`src/rtl/ptw_pkg.sv`:
```
package ptw_pkg;

  typedef enum logic [1:0] {
    WS_IDLE  = 2'd0,
    WS_RD_L1 = 2'd1,
    WS_RD_L2 = 2'd2,
    WS_DONE  = 2'd3
  } walk_state_e;

  typedef enum logic [1:0] {
    FK_NONE = 2'd0,
    FK_PAGE = 2'd1,
    FK_PROT = 2'd2
  } fault_kind_e;

  // Flag positions inside an entry word; the frame number sits above the offset width.
  localparam int FLAG_VALID = 0;
  localparam int FLAG_READ  = 1;
  localparam int FLAG_WRITE = 2;
  localparam int FLAG_USER  = 3;
  localparam int FLAG_COUNT = 4;

endpackage

```
`src/rtl/ptw_addr_gen.sv`:
```
module ptw_addr_gen #(
  parameter int IDX1_W = 10,
  parameter int IDX2_W = 10,
  parameter int OFF_W  = 12,
  parameter int PA_W   = 32,
  parameter int PTE_W  = 32
) (
  input  logic [PA_W-1:0]                 base_i,
  input  logic [IDX1_W+IDX2_W+OFF_W-1:0]  va_i,
  input  logic [PA_W-OFF_W-1:0]           frame_l1_i,
  input  logic [PA_W-OFF_W-1:0]           frame_l2_i,
  output logic [PA_W-1:0]                 l1_addr_o,
  output logic [PA_W-1:0]                 l2_addr_o,
  output logic [PA_W-1:0]                 pa_o
);
  localparam int VA_W    = IDX1_W + IDX2_W + OFF_W;
  localparam int FRAME_W = PA_W - OFF_W;
  localparam int ENT_LG  = $clog2(PTE_W / 8);

  function automatic logic [PA_W-1:0] l1_entry(input logic [PA_W-1:0] tbl,
                                               input logic [IDX1_W-1:0] ix);
    return tbl + (PA_W'(ix) << ENT_LG);
  endfunction

  function automatic logic [PA_W-1:0] l2_entry(input logic [FRAME_W-1:0] frm,
                                               input logic [IDX2_W-1:0] ix);
    return {frm, {OFF_W{1'b0}}} + (PA_W'(ix) << ENT_LG);
  endfunction

  function automatic logic [PA_W-1:0] join_pa(input logic [FRAME_W-1:0] frm,
                                              input logic [OFF_W-1:0] off);
    return {frm, off};
  endfunction

  logic [IDX1_W-1:0] idx1;
  logic [IDX2_W-1:0] idx2;
  logic [OFF_W-1:0]  offs;

  assign idx1 = va_i[VA_W-1 -: IDX1_W];
  assign idx2 = va_i[OFF_W +: IDX2_W];
  assign offs = va_i[OFF_W-1:0];

  assign l1_addr_o = l1_entry(base_i, idx1);
  assign l2_addr_o = l2_entry(frame_l1_i, idx2);
  assign pa_o      = join_pa(frame_l2_i, offs);

endmodule

```
`src/rtl/ptw_pte_check.sv`:
```
module ptw_pte_check
  import ptw_pkg::*;
#(
  parameter int OFF_W = 12,
  parameter int PA_W  = 32,
  parameter int PTE_W = 32
) (
  input  logic [PTE_W-1:0]      pte_i,
  input  logic                  is_write_i,
  input  logic                  is_user_i,
  output fault_kind_e           kind_o,
  output logic [PA_W-OFF_W-1:0] frame_o
);
  localparam int FRAME_W = PA_W - OFF_W;

  function automatic logic rights_ok(input logic [PTE_W-1:0] e,
                                     input logic wr, input logic usr);
    logic need_rw;
    logic need_u;
    need_rw = wr ? e[FLAG_WRITE] : e[FLAG_READ];
    need_u  = usr ? e[FLAG_USER] : 1'b1;
    return need_rw && need_u;
  endfunction

  logic unused_pte_rsvd;
  assign unused_pte_rsvd = ^pte_i[OFF_W-1:FLAG_COUNT];

  assign frame_o = pte_i[PTE_W-1 -: FRAME_W];

  always_comb begin
    if (!pte_i[FLAG_VALID])                        kind_o = FK_PAGE;
    else if (!rights_ok(pte_i, is_write_i, is_user_i)) kind_o = FK_PROT;
    else                                           kind_o = FK_NONE;
  end

endmodule

```
`src/rtl/ptw_walker.sv`:
```
module ptw_walker
  import ptw_pkg::*;
#(
  parameter int IDX1_W = 10,
  parameter int IDX2_W = 10,
  parameter int OFF_W  = 12,
  parameter int PA_W   = 32,
  parameter int PTE_W  = 32
) (
  input  logic                             clk,
  input  logic                             rst_n,
  input  logic [PA_W-1:0]                  pt_base_i,
  input  logic                             req_valid_i,
  output logic                             req_ready_o,
  input  logic [IDX1_W+IDX2_W+OFF_W-1:0]   req_va_i,
  input  logic                             req_write_i,
  input  logic                             req_user_i,
  output logic                             mem_req_o,
  output logic [PA_W-1:0]                  mem_addr_o,
  input  logic                             mem_rvalid_i,
  input  logic [PTE_W-1:0]                 mem_rdata_i,
  output logic                             resp_valid_o,
  input  logic                             resp_ack_i,
  output logic [PA_W-1:0]                  resp_pa_o,
  output logic [1:0]                       resp_fault_o,
  output logic [1:0]                       resp_level_o
);
  localparam int VA_W    = IDX1_W + IDX2_W + OFF_W;
  localparam int FRAME_W = PA_W - OFF_W;

  walk_state_e        state_q;
  logic [VA_W-1:0]    va_q;
  logic               wr_q;
  logic               usr_q;
  logic [PA_W-1:0]    base_q;
  logic [FRAME_W-1:0] frame1_q;
  logic [PA_W-1:0]    pa_q;
  fault_kind_e        fault_q;
  logic [1:0]         level_q;

  // Named events for the assertions and the FSM.
  logic               ev_accept;
  logic               ev_data_take;
  logic               ev_resp_ack;
  fault_kind_e        chk_kind;
  logic [FRAME_W-1:0] chk_frame;
  logic [PA_W-1:0]    l1_addr;
  logic [PA_W-1:0]    l2_addr;
  logic [PA_W-1:0]    pa_w;

  assign req_ready_o  = (state_q == WS_IDLE);
  assign mem_req_o    = (state_q == WS_RD_L1) || (state_q == WS_RD_L2);
  assign resp_valid_o = (state_q == WS_DONE);
  assign ev_accept    = req_valid_i && req_ready_o;
  assign ev_data_take = mem_req_o && mem_rvalid_i;
  assign ev_resp_ack  = resp_valid_o && resp_ack_i;

  ptw_addr_gen #(
    .IDX1_W(IDX1_W), .IDX2_W(IDX2_W), .OFF_W(OFF_W), .PA_W(PA_W), .PTE_W(PTE_W)
  ) addr_gen_i (
    .base_i     (base_q),
    .va_i       (va_q),
    .frame_l1_i (frame1_q),
    .frame_l2_i (chk_frame),
    .l1_addr_o  (l1_addr),
    .l2_addr_o  (l2_addr),
    .pa_o       (pa_w)
  );

  ptw_pte_check #(
    .OFF_W(OFF_W), .PA_W(PA_W), .PTE_W(PTE_W)
  ) pte_check_i (
    .pte_i      (mem_rdata_i),
    .is_write_i (wr_q),
    .is_user_i  (usr_q),
    .kind_o     (chk_kind),
    .frame_o    (chk_frame)
  );

  assign mem_addr_o   = (state_q == WS_RD_L2) ? l2_addr : l1_addr;
  assign resp_pa_o    = pa_q;
  assign resp_fault_o = fault_q;
  assign resp_level_o = level_q;

  always_ff @(posedge clk or negedge rst_n) begin
    if (!rst_n) begin
      state_q  <= WS_IDLE;
      va_q     <= '0;
      wr_q     <= 1'b0;
      usr_q    <= 1'b0;
      base_q   <= '0;
      frame1_q <= '0;
      pa_q     <= '0;
      fault_q  <= FK_NONE;
      level_q  <= 2'd0;
    end else begin
      case (state_q)
        WS_IDLE: begin
          if (ev_accept) begin
            va_q    <= req_va_i;
            wr_q    <= req_write_i;
            usr_q   <= req_user_i;
            base_q  <= pt_base_i;
            state_q <= WS_RD_L1;
          end
        end
        WS_RD_L1: begin
          if (ev_data_take) begin
            if (chk_kind != FK_NONE) begin
              fault_q <= chk_kind;
              level_q <= 2'd1;
              pa_q    <= '0;
              state_q <= WS_DONE;
            end else begin
              frame1_q <= chk_frame;
              state_q  <= WS_RD_L2;
            end
          end
        end
        WS_RD_L2: begin
          if (ev_data_take) begin
            fault_q <= chk_kind;
            level_q <= (chk_kind == FK_NONE) ? 2'd0 : 2'd2;
            pa_q    <= (chk_kind == FK_NONE) ? pa_w : '0;
            state_q <= WS_DONE;
          end
        end
        default: begin
          if (ev_resp_ack) state_q <= WS_IDLE;
        end
      endcase
    end
  end

  // reset leaves the walker idle
  assert_reset_idle_R10: assert property (@(posedge clk)
    !rst_n |=> (req_ready_o && !mem_req_o && !resp_valid_o));

  // never ready while a read is outstanding or a result is pending
  assert_busy_not_ready_R7: assert property (@(posedge clk) disable iff (!rst_n)
    (mem_req_o || resp_valid_o) |-> !req_ready_o);

  // read request and address held until data returns
  assert_read_hold_R9: assert property (@(posedge clk) disable iff (!rst_n)
    (mem_req_o && !mem_rvalid_i) |=> (mem_req_o && $stable(mem_addr_o)));

  // result stable until acknowledged
  assert_resp_hold_R8: assert property (@(posedge clk) disable iff (!rst_n)
    (resp_valid_o && !resp_ack_i) |=>
      (resp_valid_o && $stable(resp_pa_o) && $stable(resp_fault_o) && $stable(resp_level_o)));

  // acknowledged result returns the walker to idle
  assert_ack_to_idle_R8: assert property (@(posedge clk) disable iff (!rst_n)
    ev_resp_ack |=> req_ready_o);

  // a first-level page fault never issues a second read
  assert_l1_fault_stop_R4: assert property (@(posedge clk) disable iff (!rst_n)
    (state_q == WS_RD_L1 && ev_data_take && !mem_rdata_i[FLAG_VALID]) |=>
      (!mem_req_o && resp_valid_o && resp_level_o == 2'd1));

  // success carries level 0 and a faulting result carries level 1 or 2
  assert_level_code_R3: assert property (@(posedge clk) disable iff (!rst_n)
    resp_valid_o |-> ((resp_fault_o == 2'd0) == (resp_level_o == 2'd0)));

endmodule

```
`config.mk`:
```
export PLATFORM = sky130hd
export DESIGN_NAME = ptw_walker
export DESIGN_NICKNAME = d
export VERILOG_FILES = /design/src/rtl/ptw_pkg.sv /design/src/rtl/ptw_addr_gen.sv /design/src/rtl/ptw_pte_check.sv /design/src/rtl/ptw_walker.sv
export SDC_FILE = /design/constraint.sdc
export NUM_CORES = 1
export LEC_CHECK = 0
export ABC_CLOCK_PERIOD_IN_PS = 4100
export BUFFER_PORTS_ARGS = -buffer_cell sky130_fd_sc_hd__clkbuf_2
export CAP_MARGIN = 20
export CORE_MARGIN = 2
export CORE_UTILIZATION = 34
export DETAILED_ROUTE_END_ITERATION = 12
export HOLD_SLACK_MARGIN = 0.06
export SLEW_MARGIN = 20
export SYNTH_ARGS = -nofsm -noshare
export SYNTH_HDL_FRONTEND = slang
export SYNTH_SLANG_ARGS = --single-unit
```
`constraint.sdc`:
```
create_clock -name clk -period 4.1 [get_ports clk]
set_input_delay 0 -clock clk [delete_from_list [all_inputs] [get_ports clk]]
set_output_delay 0 -clock clk [all_outputs]
set_load 0.02 [all_outputs]
```
Word-level counts from Yosys, hierarchy flattened
Cells that the tools add are included.
Operators by class
  add/sub/neg operators: 2
  multiply operators: 0
  div/mod/pow operators: 0
  order comparisons: 0
  equality and inequality tests: 7
  shift operators: 0
  muxes and demuxes: 25
  bitwise operators: 1
  reduce and logical (&&, ||, !) cells: 14
Operators by type and width (count)
  32-bit two-way mux: 5
  32-bit by 12-bit adder with 32-bit output: 2
  32-bit one-hot mux with 2 select lines: 1
  2-bit two-way mux: 13
  2-bit one-hot mux with 2 select lines: 2
  4-bit AND reduction: 2
  2-bit one-hot mux with 3 select lines: 1
  2-bit == test, second input constant: 2
  1-bit logical AND: 4
  2-bit zero test: 2
  2-bit by 1-bit inequality test with 1-bit output, second input constant: 2
  2-bit inequality test, second input constant: 2
  2-bit nonzero test: 2
  4-bit nonzero test: 1
  1-bit two-way mux: 3
  3-bit AND reduction: 1
  2-bit by 1-bit == test with 1-bit output, second input constant: 1
  2-bit AND reduction: 1
  1-bit logical OR: 1
  1-bit inverter: 1
Storage, ports and cells
  register bits: 124
  latch bits: 0
  bits in writable memories: 0
  memory bits (read-only): 0
  input bits: 103
  output and inout port bits: 71
  word-level logic and storage cells: 58
  memories kept: 0

Logic depth before layout (Yosys ltp)
  word-level depth: 8
  gate-level depth with buffers: 8
  gate-level depth less buffers: 7

Modules after synthesis
Synthesis repeated with hierarchy kept, for this count alone.
Unflattened totals
  cell total of the unflattened synthesis: 543
  area, all modules: 6706.4 sq um
By module, submodules not included
  ptw_walker: instances 1, cells an instance 333, area each 5162.5 sq um, sequential area each 3103.0 sq um
  ptw_addr_gen: instances 1, cells an instance 186, area each 1363.8 sq um, sequential area each 0.0 sq um
  ptw_pte_check: instances 1, cells an instance 24, area each 180.2 sq um, sequential area each 0.0 sq um

Least setup slack after synthesis
Ideal clock, no wire load.
  path type: flip-flop to output port
  start: reg va_q[31]
  end: out mem_addr_o[13]
  arrival time: 2.336 ns
  data required time: 4.100 ns
  path slack: 1.764 ns
  stages on the path, launching flop included: 9
  buffers on the path: 2
  path through: dfrtp_1 -> ha_1 -> buf_4 -> and3_1 -> clkbuf_1 -> nand3_1 -> a21boi_0 -> nand2_1 -> o31ai_1
Between the ends
  cells in the longest elaborated chain, start to end: 2
Ends and longest elaborated chain
  from (decl): RTL line ptw_walker.sv:32  | logic [VA_W-1:0] va_q;
  from (signal assigned): RTL line ptw_walker.sv:100  | va_q <= req_va_i;
  32-bit by 12-bit adder with 32-bit output: RTL line ptw_addr_gen.sv:22  | return tbl + (PA_W'(ix) << ENT_LG);
  32-bit two-way mux: RTL line ptw_walker.sv:80  | assign mem_addr_o = (state_q == WS_RD_L2) ? l2_addr : l1_addr;
  to (decl): RTL line ptw_walker.sv:19  | output logic [PA_W-1:0] mem_addr_o,
No other way between the ends.

Worst setup path after layout
  start: reg va_q[22]
  end: out mem_addr_o[18]
The elaborated chain is that of the path after synthesis.

==> key figures <==
Drt
  • Wire length per cell: 17.1 µm
  • Top layer in use: met4
  • Detailed Route Iter0 Violations: 434
  • Pre-antenna DRT Iters: 4
  • WL met2: 8430 µm
  • Vias: 5464
  • Routed vias/inst: 5.27
  • Antenna viol nets, final: 0
  • Wl on met1: 7800 µm
  • Final WL: 17700 µm
  • Met3 wire length: 955 µm
  • Drt drc: 0

Global routing
  • Tot GR Track Use: 0.185
  • Largest net degree at the start of global routing: 76
  • Grt ovf: 0
  • Vias in the first global route: 5647
  • Initial antenna violation count: 0
  • Global-route wire length before repair: 28700 µm

Cells and area
  • Synth-to-Final Area Change: 40.9%
  • Nets@finish: 913
  • Share of cells above drive strength 1: 0.373
  • Inserted Diodes: 0
  • Commonest cells after routing, fill and taps aside: clkbuf_2 (164), dfrtp_1 (124), dlygate4sd3_1 (91), mux2_2 (90), a22o_1 (34)
  • Count of non-filler cells in the finished layout: 1037
  • # fillers: 1629
  • Core Util, Final: 0.490
  • Most common cell after layout, fill and taps aside: clkbuf_2

STA
  • Slew margin rel.: 0.355
  • Fin Setup TNS: 0 ns
  • Clock skew: 0.00679 ns
  • RSZ-0062 raised after global routing: no
  • Setup violators final: 0
  • Final Slew Violations: 0
  • Fmax: 288 MHz
  • Minimum clock period: 3.47 ns
  • Fin. Hold Viols: 0
  • Ratio of final minimum period to clock period: 0.847
  • Worst slew pin tran: 0.964 ns

Synth
  • EDFF count, synth: 0
  • Synthesized area: 0.00626 mm²
  • Post-synthesis net count: 667
  • Synth async-reset ratio: 1.00
  • Register area share after synthesis: 0.496
  • Seq cells post-synth: 124
  • Synth warn: 0
  • Yosys cell types: 58
  • Post-Synthesis Cells: 549
  • Predominant post-synthesis flop cell: dfrtp_1
  • Syn Area/Cell: 11.4 µm²

Floorplanning
  • Starting density of the core: 0.347
  • Standard-cell row count: 49
  • Num ports: 174
  • Core area: 0.0180 mm²
  • DIE WIDTH: 140 µm
  • Die area: 0.0195 mm²
  • Die Height: 140 µm

Critical path
  • Crit path cell chain: ha_1 > fa_1 > a211oi_1 > o21bai_2 > a211oi_2 > o31ai_1 > a31oi_1 > clkbuf_2
  • CP Data Arrival Time: 3.47 ns
  • Crit-path max cell delay: 0.77 ns
  • Crit-path max FO: 13
  • Crit Path Class: reg2out
  • Critical path buffers and inverters: 1
  • Crit path capture type: primary output
  • Startpoint types: flop
  • Worst Path Required: 4.10 ns
  • CP max stage cell: a211oi_2
  • Largest delay share family, worst path: compound AO/OA/AOI/OAI gates

Run status
  • Status: completed

Clocking
  • H-tree depth: 4
  • Sink Count: 124
  • Worst-path clk slew: 0.06 ns
  • CTS Buf Count: 17
  • # Post-CTS Setup Buffers: 0
  • Clk root buf: clkbuf_16
  • Clock tree buffer depth: 2
  • Clk Latency, worst-skew pair: 0.42 ns
  • CTS tree: yes

Pwr
  • Leak: 4.16 nW
  • Worst vdd ir: 353 µV
  • Power per cell area: 906 mW/mm²

Run
  • # Max-Cap Violations: 0

Placement
  • Placed insts: 914
  • Post-DP HPWL: 12400 µm
  • Final Wtd Congestion: 0.900
  • I/O Buffers: 165

Hold path
  • HP Class: in2reg
[worst reg2reg max path: cells and delay by family, from the launching register on]
kind / cells / cell delay (ns)
compound gates: 2 / 0.66
buf+inv: 2 / 0.63
flops: 1 / 0.41
simple gates: 1 / 0.39
fa+ha+maj: 1 / 0.24
[per-stage QoR]
| stage | instance area, µm² | setup slack (ns) | hold slack, ns | total power (W) |
|---|---|---|---|---|
| floorplan | 6260 | 1.76 | -0.296 | 0.00510 |
| global placement | 7280 | 1.19 | 0.0652 | 0.00621 |
| detailed placement | 7280 | 1.13 | 0.0771 | 0.00631 |
| CTS | 8820 | 0.651 | 0.108 | 0.00803 |
| global route | 8820 | 0.481 | 0.179 | 0.00852 |
| finish | 8820 | 0.626 | 0.117 | 0.00799 |
[Yosys cell counts (5+ instances only)]
master / count / area [µm²]
a21o_1: 7 / 52.6
a21oi_1: 16 / 80.1
a22o_1: 34 / 298
a22oi_1: 7 / 52.6
and2_1: 5 / 31.3
and3_1: 5 / 31.3
buf_2: 6 / 30.0
clkbuf_1: 21 / 78.8
dfrtp_1: 124 / 3100
ha_1: 14 / 175
inv_1: 7 / 26.3
mux2_2: 90 / 1010
nand2_1: 33 / 124
nand3_1: 30 / 150
nand4_1: 8 / 50.1
nor2_1: 15 / 56.3
nor2b_1: 14 / 87.6
nor3_1: 6 / 30.0
nor4_1: 5 / 31.3
o21ai_0: 27 / 135
o31ai_1: 6 / 45.0
[layer usage]
metal | up-vias | GRT usage
li1 | 2567 | -
met5 | - | 0
met3 | 42 | 0.0416
met4 | 0 | 0.0905
met2 | 178 | 0.301
met1 | 2677 | 0.234
[registers in the layout, indices dropped and copies added, names as in the netlist]
| name | flops |
|---|---|
| resp_fault_o | 2 |
| base_q | 32 |
| resp_level_o | 2 |
| usr_q | 1 |
| state_q | 2 |
| va_q | 32 |
| wr_q | 1 |
| resp_pa_o | 32 |
| frame1_q | 20 |
[repair_timing]
action                    CTS  global route
hold buffers               91             0
hold endpoints to repair  184             0
gates resized for setup     0             0
[power by group]
group	switching [W]	total, W	internal, W	leakage, nW
sequential	0.000433	0.00223	0.00180	1.55
clock	0.000569	0.00158	0.00101	0.307
combinational	0.00248	0.00418	0.00170	2.30
[cells by family after synthesis]
logic type      count (synthesis)  synth area share
compound gates                136             0.160
xor+xnor                        6           0.00839
fa+ha+maj                      15            0.0312
buf+inv                        41            0.0282
flops                         124             0.496
mux                            91             0.163
simple gates                  136             0.113
[cell type report]
type                            instances  area [µm²]  share of cell area
Clock buffer                           17         425              0.0482
Sequential cell                       124        3100               0.352
Inverter                                8        30.0             0.00340
Tap cell                              229         287              0.0325
Timing Repair Buffer                  260        1770               0.201
Clock inverter                         15         196              0.0223
Multi-Input combinational cell        384        3010               0.341
[path summary, 6_finish.rpt]
kind	startpoint	to	slack, ns	cells after the start
worst max-delay path	va_q[22]	mem_addr_o[18]	0.63	8
worst min-delay path	resp_ack_i	state_q[1]	0.12	5
worst max register to register	state_q[0]	resp_pa_o[26]	1.66	6
worst min register to register	va_q[8]	resp_pa_o[8]	0.49	1
max in group asynchronous	rst_n	base_q[2]	2.78	3
min in group asynchronous	rst_n	va_q[13]	0.16	2
Power figures use the tool's default switching activity.
